`src/rtl/pwmx_pkg.sv`:
```
package pwmx_pkg;
    localparam int BUS_W = 16;

    typedef enum logic {
        FS_RUN  = 1'b0,
        FS_LAST = 1'b1
    } fseq_t;
endpackage

```
`src/rtl/pwmx_prescaler.sv`:
```
module pwmx_prescaler #(
    parameter int DIV = 16
) (
    input  logic clk,
    input  logic rst_n,
    output logic tick
);
    generate
        if (DIV > 1) begin : g_div
            localparam int CW = $clog2(DIV);
            localparam logic [CW-1:0] LAST = CW'(DIV - 1);
            logic [CW-1:0] cnt;

            always_ff @(posedge clk or negedge rst_n) begin
                if (!rst_n)           cnt <= '0;
                else if (cnt == LAST) cnt <= '0;
                else                  cnt <= cnt + 1'b1;
            end

            assign tick = (cnt == LAST);


            tick_gap_chk: assert property (@(posedge clk) disable iff (!rst_n)
                tick |=> !tick);
        end else begin : g_pass
            assign tick = 1'b1;
        end
    endgenerate
endmodule

```
`src/rtl/pwmx_frame.sv`:
```
module pwmx_frame #(
    parameter int CW = 8
) (
    input  logic          clk,
    input  logic          rst_n,
    input  logic          tick,
    output logic [CW-1:0] frame,
    output logic          wrap
);
    import pwmx_pkg::*;

    localparam logic [CW-1:0] TOP     = '1;
    localparam logic [CW-1:0] TOP_M1  = TOP - 1'b1;

    fseq_t state, state_nx;

    // state register
    always_ff @(posedge clk or negedge rst_n) begin
        if (!rst_n) state <= FS_RUN;
        else        state <= state_nx;
    end

    // next state
    always_comb begin
        state_nx = state;
        unique case (state)
            FS_RUN:  if (tick && frame == TOP_M1) state_nx = FS_LAST;
            FS_LAST: if (tick)                    state_nx = FS_RUN;
            default: state_nx = FS_RUN;
        endcase
    end

    // outputs
    always_comb begin
        wrap = (state == FS_LAST) && tick;
    end

    always_ff @(posedge clk or negedge rst_n) begin
        if (!rst_n)    frame <= '0;
        else if (tick) frame <= wrap ? '0 : frame + 1'b1;
    end


    frame_step_chk: assert property (@(posedge clk) disable iff (!rst_n)
        (tick && state == FS_RUN) |=> frame == CW'($past(frame) + 1'b1));

    frame_wrap_chk: assert property (@(posedge clk) disable iff (!rst_n)
        wrap |=> frame == '0);

    frame_hold_chk: assert property (@(posedge clk) disable iff (!rst_n)
        !tick |=> $stable(frame));

    last_state_chk: assert property (@(posedge clk) disable iff (!rst_n)
        (state == FS_LAST) == (frame == TOP));
endmodule

```
`src/rtl/pwmx_regs.sv`:
```
module pwmx_regs #(
    parameter int NCH    = 7,
    parameter int DW     = 8,
    parameter int ADDR_W = 4
) (
    input  logic                     clk,
    input  logic                     rst_n,
    input  logic                     bus_sel,
    input  logic                     bus_wr,
    input  logic [ADDR_W-1:0]        bus_addr,
    input  logic [1:0]               bus_be,
    input  logic [pwmx_pkg::BUS_W-1:0] bus_wdata,
    output logic [pwmx_pkg::BUS_W-1:0] bus_rdata,
    input  logic                     load,
    output logic [NCH-1:0][DW-1:0]   active
);
    import pwmx_pkg::*;

    localparam int IDX_W = ADDR_W - 1;

    logic [NCH-1:0][DW-1:0] shadow;
    logic [IDX_W-1:0]       idx;
    logic                   hit;
    logic                   wr_ok;
    logic [BUS_W-1:0]       word;

    assign idx   = bus_addr[ADDR_W-1:1];
    assign hit   = int'(idx) < NCH;
    assign wr_ok = bus_sel && bus_wr && (bus_be == 2'b11) && !bus_addr[0] && hit;

    generate
        for (genvar c = 0; c < NCH; c++) begin : g_reg
            always_ff @(posedge clk or negedge rst_n) begin
                if (!rst_n)                              shadow[c] <= '0;
                else if (wr_ok && idx == IDX_W'(c))      shadow[c] <= bus_wdata[DW-1:0];
            end
        end
    endgenerate

    always_ff @(posedge clk or negedge rst_n) begin
        if (!rst_n)    active <= '0;
        else if (load) active <= shadow;
    end

    always_comb begin
        word = '0;
        if (bus_sel && !bus_wr && hit) word[DW-1:0] = shadow[idx];
        bus_rdata = word & {{(BUS_W/2){bus_be[1]}}, {(BUS_W/2){bus_be[0]}}};
    end


    byte_wr_drop_chk: assert property (@(posedge clk) disable iff (!rst_n)
        (bus_sel && bus_wr && bus_be != 2'b11) |=> $stable(shadow));

    active_hold_chk: assert property (@(posedge clk) disable iff (!rst_n)
        !load |=> $stable(active));
endmodule

```
`src/rtl/pwmx_chan.sv`:
```
module pwmx_chan #(
    parameter int DW = 8
) (
    input  logic [DW-1:0] frame,
    input  logic [DW-1:0] duty,
    input  logic          sel,
    input  logic          dir,
    input  logic          port_bit,
    output logic          out,
    output logic          oe
);
    logic wave;

    always_comb begin
        wave = (frame > duty);
        out  = sel ? wave : port_bit;
        oe   = dir;
    end
endmodule

```
`src/rtl/pwmx_bank.sv`:
```
module pwmx_bank #(
    parameter int NCH    = 7,
    parameter int DW     = 8,
    parameter int DIV    = 16,
    parameter int ADDR_W = $clog2(NCH) + 1
) (
    input  logic              clk,
    input  logic              rst_n,
    input  logic              bus_sel,
    input  logic              bus_wr,
    input  logic [ADDR_W-1:0] bus_addr,
    input  logic [1:0]        bus_be,
    input  logic [15:0]       bus_wdata,
    output logic [15:0]       bus_rdata,
    input  logic [NCH-1:0]    port_data,
    input  logic [NCH-1:0]    pin_sel,
    input  logic [NCH-1:0]    pin_dir,
    output logic [NCH-1:0]    pin_out,
    output logic [NCH-1:0]    pin_oe
);
    logic                   tick;
    logic                   wrap;
    logic [DW-1:0]          frame;
    logic [NCH-1:0][DW-1:0] active;

    pwmx_prescaler #(.DIV(DIV)) u_presc (
        .clk   (clk),
        .rst_n (rst_n),
        .tick  (tick)
    );

    pwmx_frame #(.CW(DW)) u_frame (
        .clk   (clk),
        .rst_n (rst_n),
        .tick  (tick),
        .frame (frame),
        .wrap  (wrap)
    );

    pwmx_regs #(.NCH(NCH), .DW(DW), .ADDR_W(ADDR_W)) u_regs (
        .clk       (clk),
        .rst_n     (rst_n),
        .bus_sel   (bus_sel),
        .bus_wr    (bus_wr),
        .bus_addr  (bus_addr),
        .bus_be    (bus_be),
        .bus_wdata (bus_wdata),
        .bus_rdata (bus_rdata),
        .load      (wrap),
        .active    (active)
    );

    generate
        for (genvar c = 0; c < NCH; c++) begin : g_ch
            pwmx_chan #(.DW(DW)) u_chan (
                .frame    (frame),
                .duty     (active[c]),
                .sel      (pin_sel[c]),
                .dir      (pin_dir[c]),
                .port_bit (port_data[c]),
                .out      (pin_out[c]),
                .oe       (pin_oe[c])
            );


            full_low_chk: assert property (@(posedge clk) disable iff (!rst_n)
                (pin_sel[c] && active[c] == '1) |-> !pin_out[c]);
        end
    endgenerate
endmodule

```
`config.mk`:
```
export PLATFORM = sky130hd
export DESIGN_NAME = pwmx_bank
export DESIGN_NICKNAME = d
export VERILOG_FILES = /design/src/rtl/pwmx_pkg.sv /design/src/rtl/pwmx_prescaler.sv /design/src/rtl/pwmx_frame.sv /design/src/rtl/pwmx_regs.sv /design/src/rtl/pwmx_chan.sv /design/src/rtl/pwmx_bank.sv
export SDC_FILE = /design/constraint.sdc
export NUM_CORES = 1
export LEC_CHECK = 0
export BUFFER_PORTS_ARGS = -buffer_cell sky130_fd_sc_hd__buf_2
export CAP_MARGIN = 10
export CORE_MARGIN = 5
export CORE_UTILIZATION = 40
export CTS_CLUSTER_DIAMETER = 50
export DETAILED_ROUTE_END_ITERATION = 8
export PLACE_DENSITY = 0.56
export SLEW_MARGIN = 20
export SYNTH_ARGS = -nofsm -noshare
export SYNTH_HDL_FRONTEND = slang
export SYNTH_SLANG_ARGS = --single-unit
```
`constraint.sdc`:
```
create_clock -name clk -period 2.31 [get_ports clk]
set_input_delay 0.1155 -clock clk [delete_from_list [all_inputs] [get_ports clk]]
set_output_delay 0.1155 -clock clk [all_outputs]
set_load 0.01 [all_outputs]
```
==> metrics.md, run 1 <==
| Metric | Value |
|---|---|
| Die footprint | `19800 sq um` |
| Vias per inst | `5.31` |
| Core Area | `16600 sq um` |
| Hold Path Origin | `bus_wdata[6]` |
| Most used DFF post-synth | `dfrtp_1` |
| Sequential-to-total area share from yosys stat | `45.8%` |
| Synth warnings | `0` |
| Max-slew headroom | `61.5%` |
| Flop2flop setup slack | `0.43 ns` |
| RR Endpoint | `u_regs.active[53]` |
| Setup WS pre-CTS | `0.396 ns` |
| Vias in the first global route | `5021` |
| FF-to-FF Start | `u_presc.g_div.cnt[0]` |
| Multi-input gate area | `3270 sq um` |
| # DRC | `0` |
| CP Class | `flip-flop to output pin` |
| CP max-delay cell | `dfrtp_2` |
| Inserted Clock Buffers | `17` |
| Asr flop ratio synth | `100%` |
| Cells after Synth | `655` |
| Pins Over Slew Limit | `0` |
| Power, Total | `5.14 mW` |
| Row count | `47` |
| Worst-skew pair later-pin latency | `0.42 ns` |
| Pin count of the biggest net entering global routing | `109` |
| Cell Area, Placed | `7240 sq um` |
| CTS clk-pin slew, worst paths | `0.05 ns` |
| Post-layout min period | `2.21 ns` |
| Clk sinks | `125` |
| Skew final | `0.00680 ns` |
| ANT nets after route | `0` |
| Initial DRC Count | `229` |
| Leak pwr | `3.73 nW` |
| Final worst slack | `0.0957 ns` |
| Fillers | `1540` |
| Chip height | `141 microns` |
| Synth area leaders | `dfrtp_1 (46%), ha_1 (11%), mux2_2 (7.9%)` |
| Final Cell Area | `7830 sq um` |
| Synth cell types | `39` |
| Routed wire length | `17.1 mm` |
| Layout cells sized above 1 | `24.7%` |
| Port bufs | `46` |
| First drt pass iteration count | `5` |
| Clk root buf | `clkbuf_16` |
| DP Cell Count | `898` |
| PD cells | `656 nW/um^2` |
| FF+latch count, synth | `125` |
| Post-synth top area share | `45.8%` |
| Crit-path max FO | `6` |
| Syn Area/Cell | `10.4 sq um` |
| Hold Path Depth | `2` |
| Antenna diodes | `0` |
| H-tree depth | `4` |
| Area delta synth->final | `14.8%` |
| Initial antenna violation count | `0` |
| Fmax | `452 MHz` |
| WP data required | `2.19 ns` |
| Worst vdd ir | `380 uV` |
| Ports | `77` |
| Post-layout util | `47.1%` |
| Commonest cells after routing, fill and taps aside | `dfrtp_1 (120), nand2_1 (93), ha_1 (59)` |
| Synthesized area | `6820 sq um` |
| Initial Util | `41.0%` |
| CTS tree | `done` |
| Register Area | `3130 sq um` |
| Slew @ Worst Pin | `0.577 ns` |
| Arrival time worst endpoint | `2.10 ns` |
| Setup violators final | `0` |
| RSZ-0062 raised after global routing | `true` |
| Final hold violations | `0` |
| Status | `completed` |
| Hold EP | `u_regs.shadow[6]` |
| Crit path capture type | `output pin` |
| Largest stage delay, worst path | `0.47 ns` |
| HPWL Detailed | `12.2 mm` |
| Setup TNS | `0 ns` |
| Max-Cap Viols | `0` |
| R2R cell count | `6` |
| Period utilisation layout | `95.9%` |
| First-pass GRT wire length | `27.5 mm` |
| Startpoint Class | `flip-flop` |
| Routed WL per cell | `18.4 microns` |
| Yosys top cell by area | `dfrtp_1` |
| Tot GR Track Use | `18.0%` |
| Routability cong. | `0.826` |
| Critical path, cell by cell | `buf_12 -> ha_1 -> nand4_1 -> a21oi_2 -> o221a_2 -> buf_2` |
| Die W | `141 microns` |
| Worst Setup SP | `u_frame.frame[5]` |
| Most common cell after layout, fill and taps aside | `dfrtp_1` |
| GRT overflow | `0` |
| Tightest Hold Check Type | `input pin to flip-flop` |
| Clk buf depth | `2` |
| Number of synthesized flops with an enable pin | `0` |
| Final Non-Filler Cells | `933` |
| Vias | `4958` |
| Worst hold slack | `0.0576 ns` |
| Nets | `806` |
==> worst max-delay path: cells and delay by family, from the launching register on <==
kind	cells	cell delay [ns]
DFF	1	0.47
buffers and inverters	2	0.29
AOI/OAI and AO/OA	2	0.42
and+or+nand+nor	1	0.20
adders and majority gates	1	0.30
==> registers in the layout, indices dropped and copies added (netlist names) <==
signal and cells:
u_frame.frame 8, u_frame.state 1, u_presc.g_div.cnt 4, u_regs.active 56
u_regs.shadow 56
==> power by group <==
part | switching [mW] | total [mW] | internal (mW) | leakage, nW
Sequential | 0.0685 | 2.34 | 2.27 | 1.71
Clock | 0.935 | 2.49 | 1.55 | 0.271
Combinational | 0.162 | 0.310 | 0.148 | 1.75
Total | 1.17 | 5.14 | 3.97 | 3.73
==> logic make-up after synthesis <==
| family | synth area share (%) |
|---|---|
| other cells | 0.0550 |
| xor+xnor | 0.385 |
| buf+inv | 6.75 |
| fa+ha+maj | 10.8 |
| compound gates | 11.3 |
| mux | 13.5 |
| simple gates | 11.3 |
| flops | 45.8 |
==> Yosys cell counts (all sizes together), types with 5 or more instances <==
cell type,n
nand3,5
o21ai,57
buf,32
mux4,8
o221a,7
nor2,29
nor2b,8
inv,51
mux2,56
clkbuf,13
a21oi,38
a211oi,8
mux2i,8
nand4,16
o211ai,14
dfrtp,125
nand2,93
ha,59
==> cell type report <==
type	count	area share [%]
Clock inverter	7	0.799
Tap cell	220	3.51
Timing Repair Buffer	64	5.25
Sequential cell	125	40.0
Multi-Input combinational cell	441	41.7
Clock buffer	25	6.20
Inverter	51	2.49
==> what timing repair did <==
item / 4_1_cts / 5_1_grt
hold buffers: 1 / 0
gates resized for setup: 4 / 5
hold endpoints to repair: 34 / 0
setup endpoints to repair: 7 / 2
pin swaps: 0 / 2
buffers inserted: 2 / 0
==> how the worst max path moves through the flow <==
stage	end	slack [ns]
4_1_cts	pin_out[3]	0.03
3_5_place_dp	pin_out[3]	0.40
5_1_grt	pin_out[5]	-0.003
6_report	pin_out[3]	0.1
3_3_place_gp	pin_out[3]	0.41
2_1_floorplan	u_regs.active[42]	0.57
==> metal layers <==
layer,share of wire [%],GRT usage [%],up-vias,wire [microns]
li1,-,-,2362,-
met5,0,0,-,0
met4,2.6,7.60,0,453
met3,6.6,3.96,38,1140
met2,48,29.2,124,8170
met1,43,23.3,2434,7370
No activity file was read; power rests on OpenSTA's default activity.
==> run 2, diff against run 1 <==
--- a/config.mk
+++ b/config.mk
@@ -15,4 +15,5 @@
 export SLEW_MARGIN = 20
 export SYNTH_ARGS = -nofsm -noshare
 export SYNTH_HDL_FRONTEND = slang
+export SYNTH_HIERARCHICAL = 1
 export SYNTH_SLANG_ARGS = --single-unit
==> run 2 against run 1 <==
Effect of this change:
- non-clock buffer count unchanged
- cell area increased by 5.2%
- combinational power is 6% higher
- die area increased by 2.9%
- clock skew shrank 0.0012 ns
- register-to-register slack got worse by 0.09 ns
- largest cell class unchanged
- highest routed layer unchanged
- critical endpoint is now pin_out[1]
- sequential share of layout area shrank 1.9 points
- flip-flop and latch count stayed put
==> metrics.md, run 2 <==
| Metric | Value |
|---|---|
| Max-slew headroom | `56.4% (-5.1 points)` |
| Setup violators final | `0 (unchanged)` |
| Post-layout min period | `2.18 ns (-0.0393 ns)` |
| Worst Setup SP | `u_frame/frame[5]` |
| Syn Area/Cell | `12.3 sq um (+18%)` |
| Antenna diodes | `0 (unchanged)` |
| Area delta synth->final | `17.1%` |
| Fmax | `460 MHz (+1.8%)` |
| Final hold violations | `0 (unchanged)` |
| Clk root buf | `clkbuf_16` |
| Clk buf depth | `2 (unchanged)` |
| Delay-heaviest family, CP | `flip-flops` |
| Setup WS pre-CTS | `0.367 ns (-0.0294 ns)` |
| Setup TNS | `0 ns (unchanged)` |
| Synth cell types | `46 (+18%)` |
| Crit path capture type | `output pin` |
| Synth area leaders | `dfrtp_1 (44%), mux2_2 (15%), ha_1 (10%)` |
| Critical path depth | `6 (unchanged)` |
| Arrival time worst endpoint | `2.06 ns (-0.04 ns)` |
| Critical path, cell by cell | `buf_4 -> ha_1 -> nand4_1 -> a21oi_2 -> o221a_1 -> buf_2` |
| Layout cells sized above 1 | `39.0% (+14 points)` |
| GRT overflow | `0 (unchanged)` |
| Tot GR Track Use | `16.7% (-1.3 points)` |
| Row count | `48 (+2.1%)` |
| Status | `completed` |
| R2R cell count | `5 (-1)` |
| Worst Path Buf+Inv | `2 (unchanged)` |
| Ports | `77 (unchanged)` |
| FF+latch count, synth | `125 (unchanged)` |
| CTS clk-pin slew, worst paths | `0.06 ns (about the same)` |
| Asr flop ratio synth | `100% (unchanged)` |
| CTS tree | `done` |
| Most common cell after layout, fill and taps aside | `dfrtp_1` |
| Worst-skew pair later-pin latency | `0.42 ns (about the same)` |
| CP Class | `flip-flop to output pin` |
| Core Area | `17300 sq um (+3.9%)` |
| Setup crit end | `pin_out[1]` |
| Cells after Synth | `572 (-13%)` |
| FF-to-FF Start | `u_presc/g_div.cnt[0]` |
| Clk sinks | `125 (unchanged)` |
| Nets | `736 (-8.7%)` |
| Vias | `4554 (-8.1%)` |
| Crit-path max FO | `10 (+4)` |
| Most frequent cell after synthesis | `dfrtp_1` |
| Yosys top cell by area | `dfrtp_1` |
| Initial Util | `40.7% (-0.32 points)` |
| Vias in the first global route | `4875 (-2.9%)` |
| Worst vdd ir | `679 uV (+78%)` |
| Top flop regs | `u_regs/active: 56 flops, u_regs/shadow: 56 flops, u_frame/frame: 8 flops` |
| Port bufs | `46 (unchanged)` |
| CP max-delay cell | `dfrtp_4` |
| PD cells | `695 nW/um^2 (+6.0%)` |
| Final worst slack | `0.135 ns (+0.0393 ns)` |
| WP data required | `2.19 ns (about the same)` |
| RR Endpoint | `u_regs/active[16]` |
| First drt pass iteration count | `4 (-1)` |
| ANT nets after route | `0 (unchanged)` |
| Die W | `143 microns (+1.4%)` |
| # DRC | `0 (unchanged)` |
| Initial antenna violation count | `0 (unchanged)` |
| Largest stage delay, worst path | `0.56 ns (+0.09 ns)` |
| Initial DRC Count | `216 (-5.7%)` |
| Flop2flop setup slack | `0.34 ns (-0.09 ns)` |
| Pins Over Slew Limit | `0 (unchanged)` |
| Max-Cap Viols | `0 (unchanged)` |
| Post-synth top cells | `dfrtp_1 (125), mux2_2 (96), inv_1 (60)` |
| HPWL Detailed | `11.6 mm (-4.8%)` |
| Slew @ Worst Pin | `0.654 ns (+0.0769 ns)` |
| Skew final | `0.00559 ns (-0.00121 ns)` |
| Leak pwr | `4.07 nW (+9.1%)` |
| Startpoint Class | `flip-flop` |
| Chip height | `143 microns (+1.4%)` |
| Number of synthesized flops with an enable pin | `0 (unchanged)` |
| H-tree depth | `4 (unchanged)` |
| Routed wire length | `15.8 mm (-7.7%)` |
| Sequential-to-total area share from yosys stat | `44.5% (-1.4 points)` |
| Tightest Hold Check Type | `input pin to flip-flop` |
| Most used DFF post-synth | `dfrtp_1` |
| Commonest cells after routing, fill and taps aside | `dfrtp_1 (117), mux2_2 (96), inv_1 (60)` |
| Post-synth top area share | `44.5% (-1.4 points)` |
| Routability cong. | `0.771 (-6.6%)` |
| Routed WL per cell | `18.2 microns (-0.77%)` |
| RSZ-0062 raised after global routing | `false` |
| Vias per inst | `5.25 (-1.3%)` |
| Pin count of the biggest net entering global routing | `61 (-44%)` |
| First-pass GRT wire length | `26.1 mm (-5.1%)` |
| Synthesized area | `7040 sq um (+3.1%)` |
| Period utilisation layout | `94.2% (-1.7 points)` |
| Synth warnings | `6 (+6)` |
| Inserted Clock Buffers | `17 (unchanged)` |
| Die footprint | `20300 sq um (+2.9%)` |
run 2: cell types whose count changed after synthesis, sizes merged, moves of 3 or more:
cell and delta:
a21oi -7, a2bb2oi +8, buf -4, clkbuf -9, inv +9, mux2 +56
nand2 -73, nand3 -4, nor2 -8, nor3 -3, o21ai -54, o31ai -4
run 2: layer usage:
metal  track usage (%)  share of wire [%]  up-vias
met1              22.6                 48     2279
met4              5.20                1.4        0
met5                 0                  0        -
met3              3.72                3.7       19
met2              26.7                 47       77
li1                  -                  -     2179
run 2: power by group:
part	switching, mW	internal, mW
Combinational	0.160	0.168
Sequential	0.0650	2.27
Clock	0.961	2.10
Total	1.19	4.54
run 2: worst min path at each step:
stage,from,depth (start not counted),slack [ns],end
6_report,bus_wdata[2],2,0.04,u_regs/shadow[18]
4_1_cts,bus_wdata[0],2,0.03,u_regs/shadow[16]
3_3_place_gp,rst_n,1,0.13,u_regs/active[18]
2_1_floorplan,rst_n,0,-0.18,u_frame/frame[0]
3_5_place_dp,rst_n,1,0.14,u_regs/active[19]
5_1_grt,bus_wdata[0],2,0.05,u_regs/shadow[16]
run 2: through the flow:
stage,instance area [sq um],std cells,hold WS (ns),utilization (%),power (mW)
floorplan,7060,579,-0.180,-,2.56
global placement,7480,829,0.133,43.2,2.70
detailed placement,7480,829,0.142,43.2,2.71
CTS,8170,862,0.0300,47.3,5.78
global route,8240,868,0.0473,47.6,5.93
finish,8240,868,0.0432,47.6,5.73
run 2: cell families after synthesis:
logic type | count (synthesis) | share of synthesized area, %
DFF | 125 | 44.5
AOI/OAI and AO/OA | 78 | 8.64
xor gates and xnor gates | 2 | 0.249
muxes | 129 | 22.6
buffers and inverters | 92 | 6.31
and+or+nand+nor | 86 | 7.18
adders and majority gates | 59 | 10.5
other | 1 | 0.0533
run 2: final cells by class:
type | count | area [sq um]
clock buffer | 20 | 467
clock inverter | 12 | 214
fill | 1633 | 9060
inverter | 60 | 225
multi-input combinational | 362 | 3490
sequential | 125 | 3140
tap | 225 | 282
timing repair buffer | 64 | 420
run 2: repair_timing:
action / 4_1_cts / 5_1_grt
pin swaps: 0 / 1
endpoints found under the hold margin: 39 / 0
setup endpoints to repair: 3 / 7
setup buffers: 0 / 6
hold buffers: 1 / 0
resized for setup: 3 / 6
==> run 3, diff against run 2 <==
--- a/config.mk
+++ b/config.mk
@@ -12,6 +12,7 @@
 export CTS_CLUSTER_DIAMETER = 50
 export DETAILED_ROUTE_END_ITERATION = 8
 export PLACE_DENSITY = 0.56
+export SKIP_CTS_REPAIR_TIMING = 1
 export SLEW_MARGIN = 20
 export SYNTH_ARGS = -nofsm -noshare
 export SYNTH_HDL_FRONTEND = slang
==> constraint.sdc (replaced) <==
create_clock -name clk -period 2.75 [get_ports clk]
set_input_delay 0.1375 -clock clk [delete_from_list [all_inputs] [get_ports clk]]
set_output_delay 0.1375 -clock clk [all_outputs]
set_load 0.01 [all_outputs]
==> run 3 against run 2 <==
Effect of this change:
- power shrank 22%
- final cell count shrank 1.7%
- register-to-register slack gained 0.43 ns
- critical path type unchanged
- clock power shrank 27%
- setup slack gained 0.12 ns
==> metrics.md, run 3 (synthesis results as in run 2) <==
| Metric | Value |
|---|---|
| CP Class | `flip-flop to output pin` |
| Worst Setup SP | `u_frame/frame[1]` |
| Slew @ Worst Pin | `0.769 ns (+0.115 ns)` |
| First drt pass iteration count | `4 (unchanged)` |
| Clk sinks | `125 (unchanged)` |
| Initial DRC Count | `232 (+7.4%)` |
| Arrival time worst endpoint | `2.35 ns (+0.29 ns)` |
| Crit-path max FO | `11 (+1)` |
| Nets | `723 (-1.8%)` |
| Hold EP | `u_regs/shadow[2]` |
| PD cells | `558 nW/um^2 (-20%)` |
| Setup violators final | `0 (unchanged)` |
| CTS tree | `done` |
| Top flop regs | `u_regs/active: 56 flops, u_regs/shadow: 56 flops, u_frame/frame: 8 flops` |
| Max-Cap Viols | `0 (unchanged)` |
| Routed WL per cell | `18.8 microns (+3.1%)` |
| CTS clk-pin slew, worst paths | `0.05 ns (about the same)` |
| Vias per inst | `5.24 (about the same)` |
| # DRC | `0 (unchanged)` |
| Post-layout min period | `2.49 ns` |
| Final hold violations | `0 (unchanged)` |
| Hold Path Origin | `bus_wdata[2]` |
| R2R cell count | `5 (unchanged)` |
| RR Endpoint | `u_regs/active[16]` |
| First-pass GRT wire length | `25.9 mm (-0.72%)` |
| ANT nets after route | `0 (unchanged)` |
| Core Area | `17300 sq um (unchanged)` |
| Vias | `4472 (-1.8%)` |
| Routed wire length | `16.0 mm (+1.3%)` |
| Worst vdd ir | `444 uV (-35%)` |
| Ports | `77 (unchanged)` |
| Layout cells sized above 1 | `36.1% (-2.9 points)` |
| Die footprint | `20300 sq um (unchanged)` |
| Worst Path Buf+Inv | `1 (-1)` |
| GRT overflow | `0 (unchanged)` |
| Clk root buf | `clkbuf_16` |
| Clk buf depth | `2 (unchanged)` |
| Worst hold slack | `0.0522 ns (+0.00900 ns)` |
| Inserted Clock Buffers | `17 (unchanged)` |
| Tot GR Track Use | `16.6% (-0.019 points)` |
| Period utilisation layout | `90.6%` |
| Hold Path Depth | `2 (unchanged)` |
| Row count | `48 (unchanged)` |
| Flop2flop setup slack | `0.77 ns (+0.43 ns)` |
| RSZ-0062 raised after global routing | `false` |
| HPWL Detailed | `11.6 mm (about the same)` |
| Status | `completed` |
| Antenna diodes | `0 (unchanged)` |
| Initial antenna violation count | `0 (unchanged)` |
| Tightest Hold Check Type | `input pin to flip-flop` |
| Initial Util | `40.7% (unchanged)` |
| Critical path, cell by cell | `ha_1 -> nor2b_1 -> o211ai_2 -> a21oi_2 -> o221a_1 -> buf_2` |
| Setup TNS | `0 ns (unchanged)` |
| Routability cong. | `0.748 (-3.0%)` |
| Die W | `143 microns (unchanged)` |
| Max-slew headroom | `48.7% (-7.7 points)` |
| H-tree depth | `4 (unchanged)` |
| Leak pwr | `3.96 nW (-2.7%)` |
| Largest stage delay, worst path | `0.74 ns (+0.18 ns)` |
| Pin count of the biggest net entering global routing | `61 (unchanged)` |
| Fillers | `1612 (-1.3%)` |
| Area delta synth->final | `14.0%` |
| Commonest cells after routing, fill and taps aside | `dfrtp_1 (125), mux2_2 (96), inv_1 (60)` |
| Delay-heaviest family, CP | `flip-flops` |
| Most common cell after layout, fill and taps aside | `dfrtp_1` |
| Startpoint Class | `flip-flop` |
| Skew final | `0.00717 ns (+0.00158 ns)` |
| Fmax | `401 MHz` |
| Vias in the first global route | `4787 (-1.8%)` |
| Pins Over Slew Limit | `0 (unchanged)` |
| Crit path capture type | `output pin` |
| Worst-skew pair later-pin latency | `0.42 ns (about the same)` |
| FF-to-FF Start | `u_presc/g_div.cnt[0]` |
| CP max-delay cell | `dfrtp_1` |
| Chip height | `143 microns (unchanged)` |
| Port bufs | `46 (unchanged)` |
| WP data required | `2.61 ns (+0.42 ns)` |
==> run 3: cell types whose count changed in the layout (fill, tap and decap cells not counted), moves of 2 or more <==
cell and change:
clkbuf_8 +3, dfrtp_2 -7, buf_12 -2, dfrtp_1 +8, buf_4 -11, clkinv_2 -2
bufinv_16 -4
==> run 3: how the worst max path moves through the flow <==
stage	cells past startpoint	slack, ns	endpoint
after CTS	6	0.23	pin_out[0]
final	6	0.26	pin_out[0]
after floorplan	8	0.62	u_regs/active[0]
after global routing	5	0.14	pin_out[0]
after detailed placement	4	0.63	u_regs/shadow[3]
after global placement	4	0.63	u_regs/shadow[5]
==> run 3: worst register-to-register path, stage by stage (launching register included) <==
cell and delay (ns):
dfrtp_1 0.39, ha_1 0.22, and3_2 0.32, and2_2 0.21, buf_12 0.30, mux2_2 0.44
==> run 3: stage by stage <==
step           util (%)  setup WS [ns]  instance area, sq um  power, mW  cells
5_1_grt            46.4          0.141                  8020       4.63    853
4_1_cts            46.3          0.227                  8010       4.52    852
6_report           46.4          0.259                  8020       4.48    853
3_3_place_gp       42.9          0.632                  7410       2.26    822
3_5_place_dp       42.9          0.629                  7410       2.27    822
2_1_floorplan         -          0.624                  7060       2.15    579
==> run 3: final cells by class <==
cell class / count / area [sq um] / area share [%]
multi-input cells: 362 / 3490 / 43.5
flip-flops and latches: 125 / 3130 / 39.0
clock buffers: 24 / 512 / 6.38
repair buffers: 51 / 298 / 3.71
well taps: 225 / 282 / 3.51
inverters: 60 / 225 / 2.81
clock inverters: 6 / 82.6 / 1.03
==> run 3: layer usage <==
layer / share of wire (%) / track usage [%] / routed length (microns) / vias up
met1: 47 / 22.3 / 7500 / 2239
met5: 0 / 0 / 0 / -
li1: - / - / - / 2139
met2: 48 / 26.5 / 7650 / 74
met4: 1.6 / 6.10 / 257 / 0
met3: 3.8 / 3.78 / 613 / 20
==> run 3: power by group <==
part           total [mW]  switching [mW]  leakage [nW]  internal, mW
sequential           1.97          0.0567          1.71          1.91
clock                2.24           0.778         0.294          1.46
combinational       0.271           0.134          1.95         0.137
